## src/rtl/sirq_pkg.sv

```systemverilog
package sirq_pkg;

  // Phases of one bus cycle as seen by the host.
  typedef enum logic [2:0] {
    ST_GAP   = 3'd0,  // released clock after a stop recovery
    ST_IDLEQ = 3'd1,  // quiet mode: waiting for a peripheral start pulse
    ST_START = 3'd2,  // start frame low time
    ST_SREC  = 3'd3,  // start recovery (driven high)
    ST_STA   = 3'd4,  // turnaround before the first data frame
    ST_DATA  = 3'd5,  // data frames, three clocks each
    ST_STOP  = 3'd6,  // stop frame low time
    ST_PREC  = 3'd7   // stop recovery (driven high)
  } sirq_st_e;

endpackage

```

## src/rtl/sirq_cfg.sv

```systemverilog
module sirq_cfg #(
  parameter int MIN_FRAMES = 17,
  parameter int MAX_FRAMES = 32,
  parameter int START_MIN  = 4,
  parameter int START_MAX  = 8,
  parameter int LW         = 4,
  parameter int FCW        = 6
) (
  input  logic [LW-1:0]  start_len,
  input  logic [FCW-1:0] frame_cnt,
  output logic [LW-1:0]  eff_start,
  output logic [FCW-1:0] eff_frames
);

  localparam logic [LW-1:0]  SMIN = LW'(START_MIN);
  localparam logic [LW-1:0]  SMAX = LW'(START_MAX);
  localparam logic [FCW-1:0] FMIN = FCW'(MIN_FRAMES);
  localparam logic [FCW-1:0] FMAX = FCW'(MAX_FRAMES);

  always_comb begin
    if (start_len < SMIN)      eff_start = SMIN;
    else if (start_len > SMAX) eff_start = SMAX;
    else                       eff_start = start_len;
  end

  always_comb begin
    if (frame_cnt < FMIN)      eff_frames = FMIN;
    else if (frame_cnt > FMAX) eff_frames = FMAX;
    else                       eff_frames = frame_cnt;
  end

endmodule

```

## src/rtl/sirq_seq.sv

```systemverilog
module sirq_seq
  import sirq_pkg::*;
#(
  parameter int LW  = 4,
  parameter int FCW = 6
) (
  input  logic           clk,
  input  logic           rst,
  input  logic           line_in,
  input  logic           quiet_req,
  input  logic [LW-1:0]  eff_start,
  input  logic [FCW-1:0] eff_frames,
  output sirq_st_e       st_q,
  output sirq_st_e       st_d,
  output logic [FCW-1:0] frame_idx,
  output logic           sample_en,
  output logic           clear_en,
  output logic           latch_en
);

  logic [LW-1:0]  cnt_q, cnt_d;
  logic [LW-1:0]  len_q, len_d;
  logic [FCW-1:0] nfr_q, nfr_d;
  logic [FCW-1:0] fi_d;
  logic [1:0]     ph_q, ph_d;
  logic           quiet_q, quiet_d;
  logic [LW-1:0]  stop_len;
  logic           last_frame;

  assign stop_len   = quiet_q ? LW'(2) : LW'(3);
  assign last_frame = (frame_idx == (nfr_q - 1'b1));

  always_comb begin
    st_d    = st_q;
    cnt_d   = cnt_q;
    len_d   = len_q;
    nfr_d   = nfr_q;
    fi_d    = frame_idx;
    ph_d    = ph_q;
    quiet_d = quiet_q;
    unique case (st_q)
      ST_GAP: begin
        if (quiet_q) begin
          st_d = ST_IDLEQ;
        end else begin
          st_d  = ST_START;
          cnt_d = '0;
          len_d = eff_start;
          nfr_d = eff_frames;
        end
      end
      ST_IDLEQ: begin
        if (!line_in) begin
          // the peripheral's low clock counts as the first start clock
          st_d  = ST_START;
          cnt_d = LW'(1);
          len_d = eff_start;
          nfr_d = eff_frames;
        end
      end
      ST_START: begin
        if ((cnt_q + 1'b1) >= len_q) st_d = ST_SREC;
        else                          cnt_d = cnt_q + 1'b1;
      end
      ST_SREC: st_d = ST_STA;
      ST_STA: begin
        st_d = ST_DATA;
        fi_d = '0;
        ph_d = '0;
      end
      ST_DATA: begin
        if (ph_q == 2'd2) begin
          ph_d = '0;
          if (last_frame) begin
            st_d    = ST_STOP;
            cnt_d   = '0;
            quiet_d = quiet_req;
          end else begin
            fi_d = frame_idx + 1'b1;
          end
        end else begin
          ph_d = ph_q + 1'b1;
        end
      end
      ST_STOP: begin
        if ((cnt_q + 1'b1) >= stop_len) st_d = ST_PREC;
        else                             cnt_d = cnt_q + 1'b1;
      end
      ST_PREC: st_d = ST_GAP;
      default: st_d = ST_GAP;
    endcase
  end

  always_ff @(posedge clk) begin
    if (rst) begin
      st_q      <= ST_GAP;
      cnt_q     <= '0;
      len_q     <= LW'(4);
      nfr_q     <= '0;
      frame_idx <= '0;
      ph_q      <= '0;
      quiet_q   <= 1'b0;   // continuous idle after reset
    end else begin
      st_q      <= st_d;
      cnt_q     <= cnt_d;
      len_q     <= len_d;
      nfr_q     <= nfr_d;
      frame_idx <= fi_d;
      ph_q      <= ph_d;
      quiet_q   <= quiet_d;
    end
  end

  assign sample_en = (st_q == ST_DATA) && (ph_q == 2'd0);
  assign clear_en  = (st_d == ST_START) && (st_q != ST_START);
  assign latch_en  = (st_q == ST_DATA) && (ph_q == 2'd2) && last_frame;

  // the frame index never runs past the latched frame count
  p_frame_bound_r4: assert property (@(posedge clk) disable iff (rst)
    (st_q == ST_DATA) |-> (frame_idx < nfr_q));

  // quiet stop is two low clocks, continuous stop is three
  p_quiet_stop_r6: assert property (@(posedge clk) disable iff (rst)
    (st_q == ST_PREC && quiet_q) |->
      ($past(st_q) == ST_STOP && $past(st_q, 2) == ST_STOP && $past(st_q, 3) == ST_DATA));
  p_cont_stop_r6: assert property (@(posedge clk) disable iff (rst)
    (st_q == ST_PREC && !quiet_q) |->
      ($past(st_q) == ST_STOP && $past(st_q, 3) == ST_STOP && $past(st_q, 4) == ST_DATA));

  // every start frame has at least three host low clocks before recovery
  p_start_len_r3: assert property (@(posedge clk) disable iff (rst)
    (st_q == ST_SREC) |-> ($past(st_q, 3) == ST_START));

  // continuous mode opens the next cycle right after the released clock
  p_cont_restart_r7: assert property (@(posedge clk) disable iff (rst)
    (st_q == ST_GAP && !quiet_q) |=> (st_q == ST_START));

  // quiet idle holds while the line stays high
  p_quiet_hold_r8: assert property (@(posedge clk) disable iff (rst)
    (st_q == ST_IDLEQ && line_in) |=> (st_q == ST_IDLEQ));

  // the clock after the stop recovery never opens a quiet cycle
  p_early_ignore_r9: assert property (@(posedge clk) disable iff (rst)
    (st_q == ST_GAP && quiet_q) |=> (st_q == ST_IDLEQ));

endmodule

```

## src/rtl/sirq_capture.sv

```systemverilog
module sirq_capture #(
  parameter int MAX_FRAMES = 32,
  parameter int FCW        = 6
) (
  input  logic                  clk,
  input  logic                  rst,
  input  logic                  line_in,
  input  logic [FCW-1:0]        frame_idx,
  input  logic                  sample_en,
  input  logic                  clear_en,
  input  logic                  latch_en,
  output logic [MAX_FRAMES-1:0] irq_vec,
  output logic                  vec_valid
);

  logic [MAX_FRAMES-1:0] shadow_q;

  // One capture flop per slot; a low line in the sample clock means requested.
  for (genvar k = 0; k < MAX_FRAMES; k++) begin : g_slot
    always_ff @(posedge clk) begin
      if (rst || clear_en)
        shadow_q[k] <= 1'b0;
      else if (sample_en && (frame_idx == FCW'(k)))
        shadow_q[k] <= ~line_in;
    end
  end

  always_ff @(posedge clk) begin
    if (rst) begin
      irq_vec   <= '0;
      vec_valid <= 1'b0;
    end else begin
      vec_valid <= latch_en;
      if (latch_en) irq_vec <= shadow_q;
    end
  end

  // the valid strobe is one clock wide
  p_valid_pulse_r5: assert property (@(posedge clk) disable iff (rst)
    vec_valid |=> !vec_valid);

  // the vector only moves together with the strobe
  p_vec_stable_r5: assert property (@(posedge clk) disable iff (rst)
    !vec_valid |-> $stable(irq_vec));

endmodule

```

## src/rtl/sirq_line_drv.sv

```systemverilog
module sirq_line_drv
  import sirq_pkg::*;
(
  input  logic     clk,
  input  logic     rst,
  input  sirq_st_e st_d,
  output logic     line_oe,
  output logic     line_out
);

  logic oe_d, out_d;

  always_comb begin
    oe_d  = (st_d == ST_START) || (st_d == ST_SREC) ||
            (st_d == ST_STOP)  || (st_d == ST_PREC);
    out_d = (st_d == ST_SREC) || (st_d == ST_PREC);
  end

  always_ff @(posedge clk) begin
    if (rst) begin
      line_oe  <= 1'b0;
      line_out <= 1'b0;
    end else begin
      line_oe  <= oe_d;
      line_out <= out_d;
    end
  end

  // a high recovery clock is always followed by release
  p_recover_release_r3: assert property (@(posedge clk) disable iff (rst)
    (line_oe && line_out) |=> !line_oe);

  // the host drives high only right after it has driven low
  p_high_after_low_r6: assert property (@(posedge clk) disable iff (rst)
    (line_oe && line_out) |-> ($past(line_oe) && !$past(line_out)));

endmodule

```

## src/rtl/sirq_host.sv

```systemverilog
module sirq_host
  import sirq_pkg::*;
#(
  parameter int  MAX_FRAMES = 32,
  parameter int  MIN_FRAMES = 17,
  parameter int  START_MIN  = 4,
  parameter int  START_MAX  = 8,
  localparam int LW         = $clog2(START_MAX + 1),
  localparam int FCW        = $clog2(MAX_FRAMES + 1)
) (
  input  logic                  clk,
  input  logic                  rst,
  input  logic                  line_in,
  output logic                  line_oe,
  output logic                  line_out,
  input  logic                  quiet_req,
  input  logic [LW-1:0]         start_len,
  input  logic [FCW-1:0]        frame_cnt,
  output logic [MAX_FRAMES-1:0] irq_vec,
  output logic                  vec_valid
);

  logic [LW-1:0]  eff_start;
  logic [FCW-1:0] eff_frames;
  sirq_st_e       st_q, st_d;
  logic [FCW-1:0] frame_idx;
  logic           sample_en, clear_en, latch_en;

  sirq_cfg #(
    .MIN_FRAMES(MIN_FRAMES), .MAX_FRAMES(MAX_FRAMES),
    .START_MIN(START_MIN),   .START_MAX(START_MAX),
    .LW(LW),                 .FCW(FCW)
  ) u_cfg (
    .start_len (start_len),
    .frame_cnt (frame_cnt),
    .eff_start (eff_start),
    .eff_frames(eff_frames)
  );

  sirq_seq #(.LW(LW), .FCW(FCW)) u_seq (
    .clk       (clk),
    .rst       (rst),
    .line_in   (line_in),
    .quiet_req (quiet_req),
    .eff_start (eff_start),
    .eff_frames(eff_frames),
    .st_q      (st_q),
    .st_d      (st_d),
    .frame_idx (frame_idx),
    .sample_en (sample_en),
    .clear_en  (clear_en),
    .latch_en  (latch_en)
  );

  sirq_capture #(.MAX_FRAMES(MAX_FRAMES), .FCW(FCW)) u_cap (
    .clk      (clk),
    .rst      (rst),
    .line_in  (line_in),
    .frame_idx(frame_idx),
    .sample_en(sample_en),
    .clear_en (clear_en),
    .latch_en (latch_en),
    .irq_vec  (irq_vec),
    .vec_valid(vec_valid)
  );

  sirq_line_drv u_drv (
    .clk     (clk),
    .rst     (rst),
    .st_d    (st_d),
    .line_oe (line_oe),
    .line_out(line_out)
  );

  // the host never drives during the data frames
  p_data_released_r4: assert property (@(posedge clk) disable iff (rst)
    (st_q == ST_DATA) |-> !line_oe);

  // a new vector appears exactly as the stop frame begins
  p_latch_at_stop_r5: assert property (@(posedge clk) disable iff (rst)
    vec_valid |-> (st_q == ST_STOP && line_oe && !line_out));

  // the first clock after reset never drives the line
  p_reset_release_r1: assert property (@(posedge clk)
    $past(rst) |-> !line_oe);

endmodule

```

## config.mk

```make
export PLATFORM = sky130hd
export DESIGN_NAME = sirq_host
export DESIGN_NICKNAME = d
export VERILOG_FILES = /design/src/rtl/sirq_pkg.sv /design/src/rtl/sirq_cfg.sv /design/src/rtl/sirq_seq.sv /design/src/rtl/sirq_capture.sv /design/src/rtl/sirq_line_drv.sv /design/src/rtl/sirq_host.sv
export SDC_FILE = /design/constraint.sdc
export NUM_CORES = 1
export LEC_CHECK = 0
export ABC_CLOCK_PERIOD_IN_PS = 2600
export CAP_MARGIN = 20
export CORE_MARGIN = 3
export CORE_UTILIZATION = 55
export DETAILED_ROUTE_END_ITERATION = 8
export GPL_ROUTABILITY_DRIVEN = 0
export PLACE_DENSITY_LB_ADDON = 0.1
export REMOVE_ABC_BUFFERS = 1
export SYNTH_ARGS = -nofsm -noshare
export SYNTH_HDL_FRONTEND = slang
export SYNTH_SLANG_ARGS = --single-unit
```

## constraint.sdc

```tcl
create_clock -name clk -period 2.6 [get_ports clk]
set_input_delay 0.78 -clock clk [delete_from_list [all_inputs] [get_ports clk]]
set_output_delay 0.78 -clock clk [all_outputs]
set_load 0.03 [all_outputs]
```

==> impl_summary.log <==
[metrics] status: complete, no violations
[metrics] unrepaired setup endpoints after global routing: true
[metrics] Rows: 30
[metrics] f_max: 420 MHz
[metrics] Final Hold Vio Count: 0
[metrics] post-synth cell types: 51
[metrics] Min Hold Slack: 0.498 ns
[metrics] number of clock sinks seen by CTS: 93
[metrics] Hold Crit Class: reg -> reg
[metrics] post-DR wirelength/cell: 14.2 um
[metrics] starting utilization of the core area: 58.8%
[metrics] number of synthesis warnings: 0
[metrics] slew of the pin with the lowest slew margin: 0.616 ns
[metrics] EDFF count, synth: 0
[metrics] Via Count: 3429
[metrics] Post-Syn Area: 0.00413 mm^2
[metrics] number of cell instances on the worst register-to-register path: 7
[metrics] FF-to-FF Start: u_seq.cnt_q[0]
[metrics] clock buffer count from CTS: 9
[metrics] top_reg_cell synth: sky130_fd_sc_hd__dfxtp_1
[metrics] H-tree levels: 3
[metrics] Leakage: 2.04 nW
[metrics] path type of the worst setup path: in -> reg
[metrics] first-pass GRT wire length: 14800 um
[metrics] GRT Util Overall: 21.1%
[metrics] endpoint of the most critical register-to-register path: u_seq.cnt_q[0]
[metrics] post-synthesis cell count: 458
[metrics] part of the cycle the worst path needs: 91.6%
[metrics] Syn Area/Cell: 9.01 um^2
[metrics] pin count of the biggest net entering global routing: 38
[metrics] Final Setup Violations: 0
[metrics] # nets final: 539
[metrics] CP endpoint kind: flop
[metrics] endpoint of the worst hold-timing path: u_seq.cnt_q[3]
[metrics] per-cell via count in the routed design: 5.58
[metrics] crit-path max FO: 4
[metrics] GRT Residual Overflow: 0
[metrics] CP Launch Type: input pin
[metrics] I/O pins: 49
[metrics] overall die area: 0.00858 mm^2
[metrics] placed instance area: 0.00480 mm^2
[metrics] hold path depth: 2
[metrics] detailed-placement wirelength estimate: 6190 um
[metrics] commonest non-fill, non-tap cells in the layout: 93 x sky130_fd_sc_hd__nor2_1, 93 x sky130_fd_sc_hd__dfxtp_1, 47 x sky130_fd_sc_hd__clkdlybuf4s50_1, 38 x sky130_fd_sc_hd__mux2i_1, 28 x sky130_fd_sc_hd__a21oi_1
[metrics] worst supply voltage drop on vdd: 0.544 mV
[metrics] master cell of the clock root buffer: sky130_fd_sc_hd__clkbuf_8
[metrics] register-to-register setup slack: 0.25 ns
[metrics] data arrival time at the worst-slack endpoint: 2.62 ns
[metrics] register area share after synthesis: 45.1%
[metrics] final count of pins violating max slew: 0
[metrics] Post-CTS Hold Fix Bufs: 0
[metrics] fraction of layout cells with a size suffix above 1: 10.2%
[metrics] residual antenna-violating net count after detailed routing: 0
[metrics] port buffer count: 48
[metrics] Req. time, crit path: 2.84 ns
[metrics] TritonCTS clock tree: built
[metrics] die span in y: 92.6 um
[metrics] vias in the first global route: 3176
[metrics] Period minus WS final: 2.38 ns
[metrics] final antenna diode count: 0
[metrics] DRT Wirelength: 8740 um
[metrics] number of buffers between clock root and the deepest sink: 2
[metrics] Pwr per Cell Area: 757 mW/mm^2
[metrics] post-route clock skew: 0.0131 ns
[metrics] startpoint of the lowest-slack hold path: u_seq.cnt_q[3]
[metrics] Remaining DRCs: 0
[metrics] flip-flop and latch count after synthesis: 93
[metrics] number of violations of the max-capacitance limit: 0
[metrics] clk_lat worst skew: 0.36 ns
[metrics] worst max-slew margin expressed relative to the limit: 58.5%
[metrics] post-route standard cell area excluding fillers: 0.00502 mm^2
[metrics] clock transition time at the flip-flop clock pins of the worst setup and hold paths: 0.09 ns
[metrics] standard cell core area: 0.00702 mm^2
[metrics] first-pass iteration count of the detailed router: 6
[metrics] Layout area overhead: 21.6%
[metrics] Iteration-0 DRC Markers: 157
[metrics] antenna violations before repair: 0
[metrics] proportion of register bits with asynchronous set or reset after synthesis: 0%
[metrics] Die X-Extent: 92.6 um
==> critical path: stages <==
cell and delay (ns):
sky130_fd_sc_hd__clkdlybuf4s50_1 0.45, sky130_fd_sc_hd__nor4bb_2 0.20, sky130_fd_sc_hd__a211o_1 0.25, sky130_fd_sc_hd__o21ai_0 0.18
sky130_fd_sc_hd__o21ai_0 0.23, sky130_fd_sc_hd__a2111oi_1 0.44, sky130_fd_sc_hd__nor3_1 0.07
==> timing repair <==
item	in CTS	in global routing
buffers inserted	0	0
endpoints found under the setup margin	0	5
gates resized for setup	0	4
==> cells in the mapped netlist, drive strengths merged (11+ instances only) <==
library cell | instances | area (um^2)
a211oi | 19 | 143
mux2i | 38 | 380
nand2 | 22 | 82.6
nor2 | 93 | 349
a311oi | 15 | 131
nand3 | 11 | 55.1
inv | 13 | 48.8
a21oi | 28 | 140
clkbuf | 16 | 60.1
ha | 11 | 138
dfxtp | 93 | 1860
buf | 12 | 68.8
==> kinds of logic after synthesis <==
family                   synth area share (%)
buffers and inverters                    4.31
flip-flops                               45.1
AND/OR/NAND/NOR                          19.3
adder cells (fa/ha/maj)                  3.34
AO/OA/AOI/OAI                            16.6
multiplexers                             9.22
XOR/XNOR                                 2.12
==> cell type report <==
cell class | instances | area, um^2
Fill cell | 583 | 2000
Clock inverter | 6 | 70.1
Sequential cell | 93 | 1860
Inverter | 13 | 48.8
Clock buffer | 10 | 138
Multi-Input combinational cell | 324 | 2100
Timing Repair Buffer | 73 | 676
Tap cell | 96 | 120
==> metrics by stage <==
step	std cells	TNS [ns]	total power, mW	util (%)	setup slack [ns]
final	615	0	3.80	71.5	0.218
after global routing	615	-0.0386	4.03	71.5	-0.0386
after CTS	615	0	3.80	71.3	0.127
after detailed placement	599	-6.29	2.82	68.4	-0.260
after global placement	599	-2.50	2.79	68.4	-0.137
after floorplan	430	-21.90	2.35	-	-0.625
==> sequential cells by signal, summed over array words and instances (netlist names) <==
signal	flops
u_cap.irq_vec	32
u_cap.shadow_q	32
u_cap.vec_valid	1
u_drv.line_oe	1
u_drv.line_out	1
u_seq.cnt_q	4
u_seq.frame_idx	6
u_seq.len_q	4
u_seq.nfr_q	6
u_seq.ph_q	2
u_seq.quiet_q	1
u_seq.st_q	3
==> routing by layer <==
metal / up-vias / wire [um] / track usage (%)
met4: 0 / 164 / 9.28
met5: - / 0 / 0
met3: 14 / 347 / 3.49
met2: 77 / 4210 / 35.2
met1: 1599 / 4020 / 26.8
li1: 1739 / - / -
==> power by group <==
part / switching, mW / internal (mW) / total, mW
combinational: 0.670 / 0.549 / 1.22
clock: 0.514 / 0.477 / 0.992
sequential: 0.0740 / 1.51 / 1.59
total: 1.26 / 2.54 / 3.80
==> worst max-delay path by stage <==
stage | from | endpoint | slack [ns] | cells past startpoint
after floorplan | u_seq.nfr_q[0] | u_cap.irq_vec[0] | -0.62 | 8
after CTS | line_in | u_seq.cnt_q[2] | 0.13 | 8
after global routing | line_in | u_seq.cnt_q[0] | -0.04 | 7
final | line_in | u_seq.cnt_q[0] | 0.22 | 7
after global placement | line_in | u_seq.cnt_q[2] | -0.14 | 8
after detailed placement | line_in | u_seq.cnt_q[2] | -0.26 | 8
(Power assumes the default switching activity.)
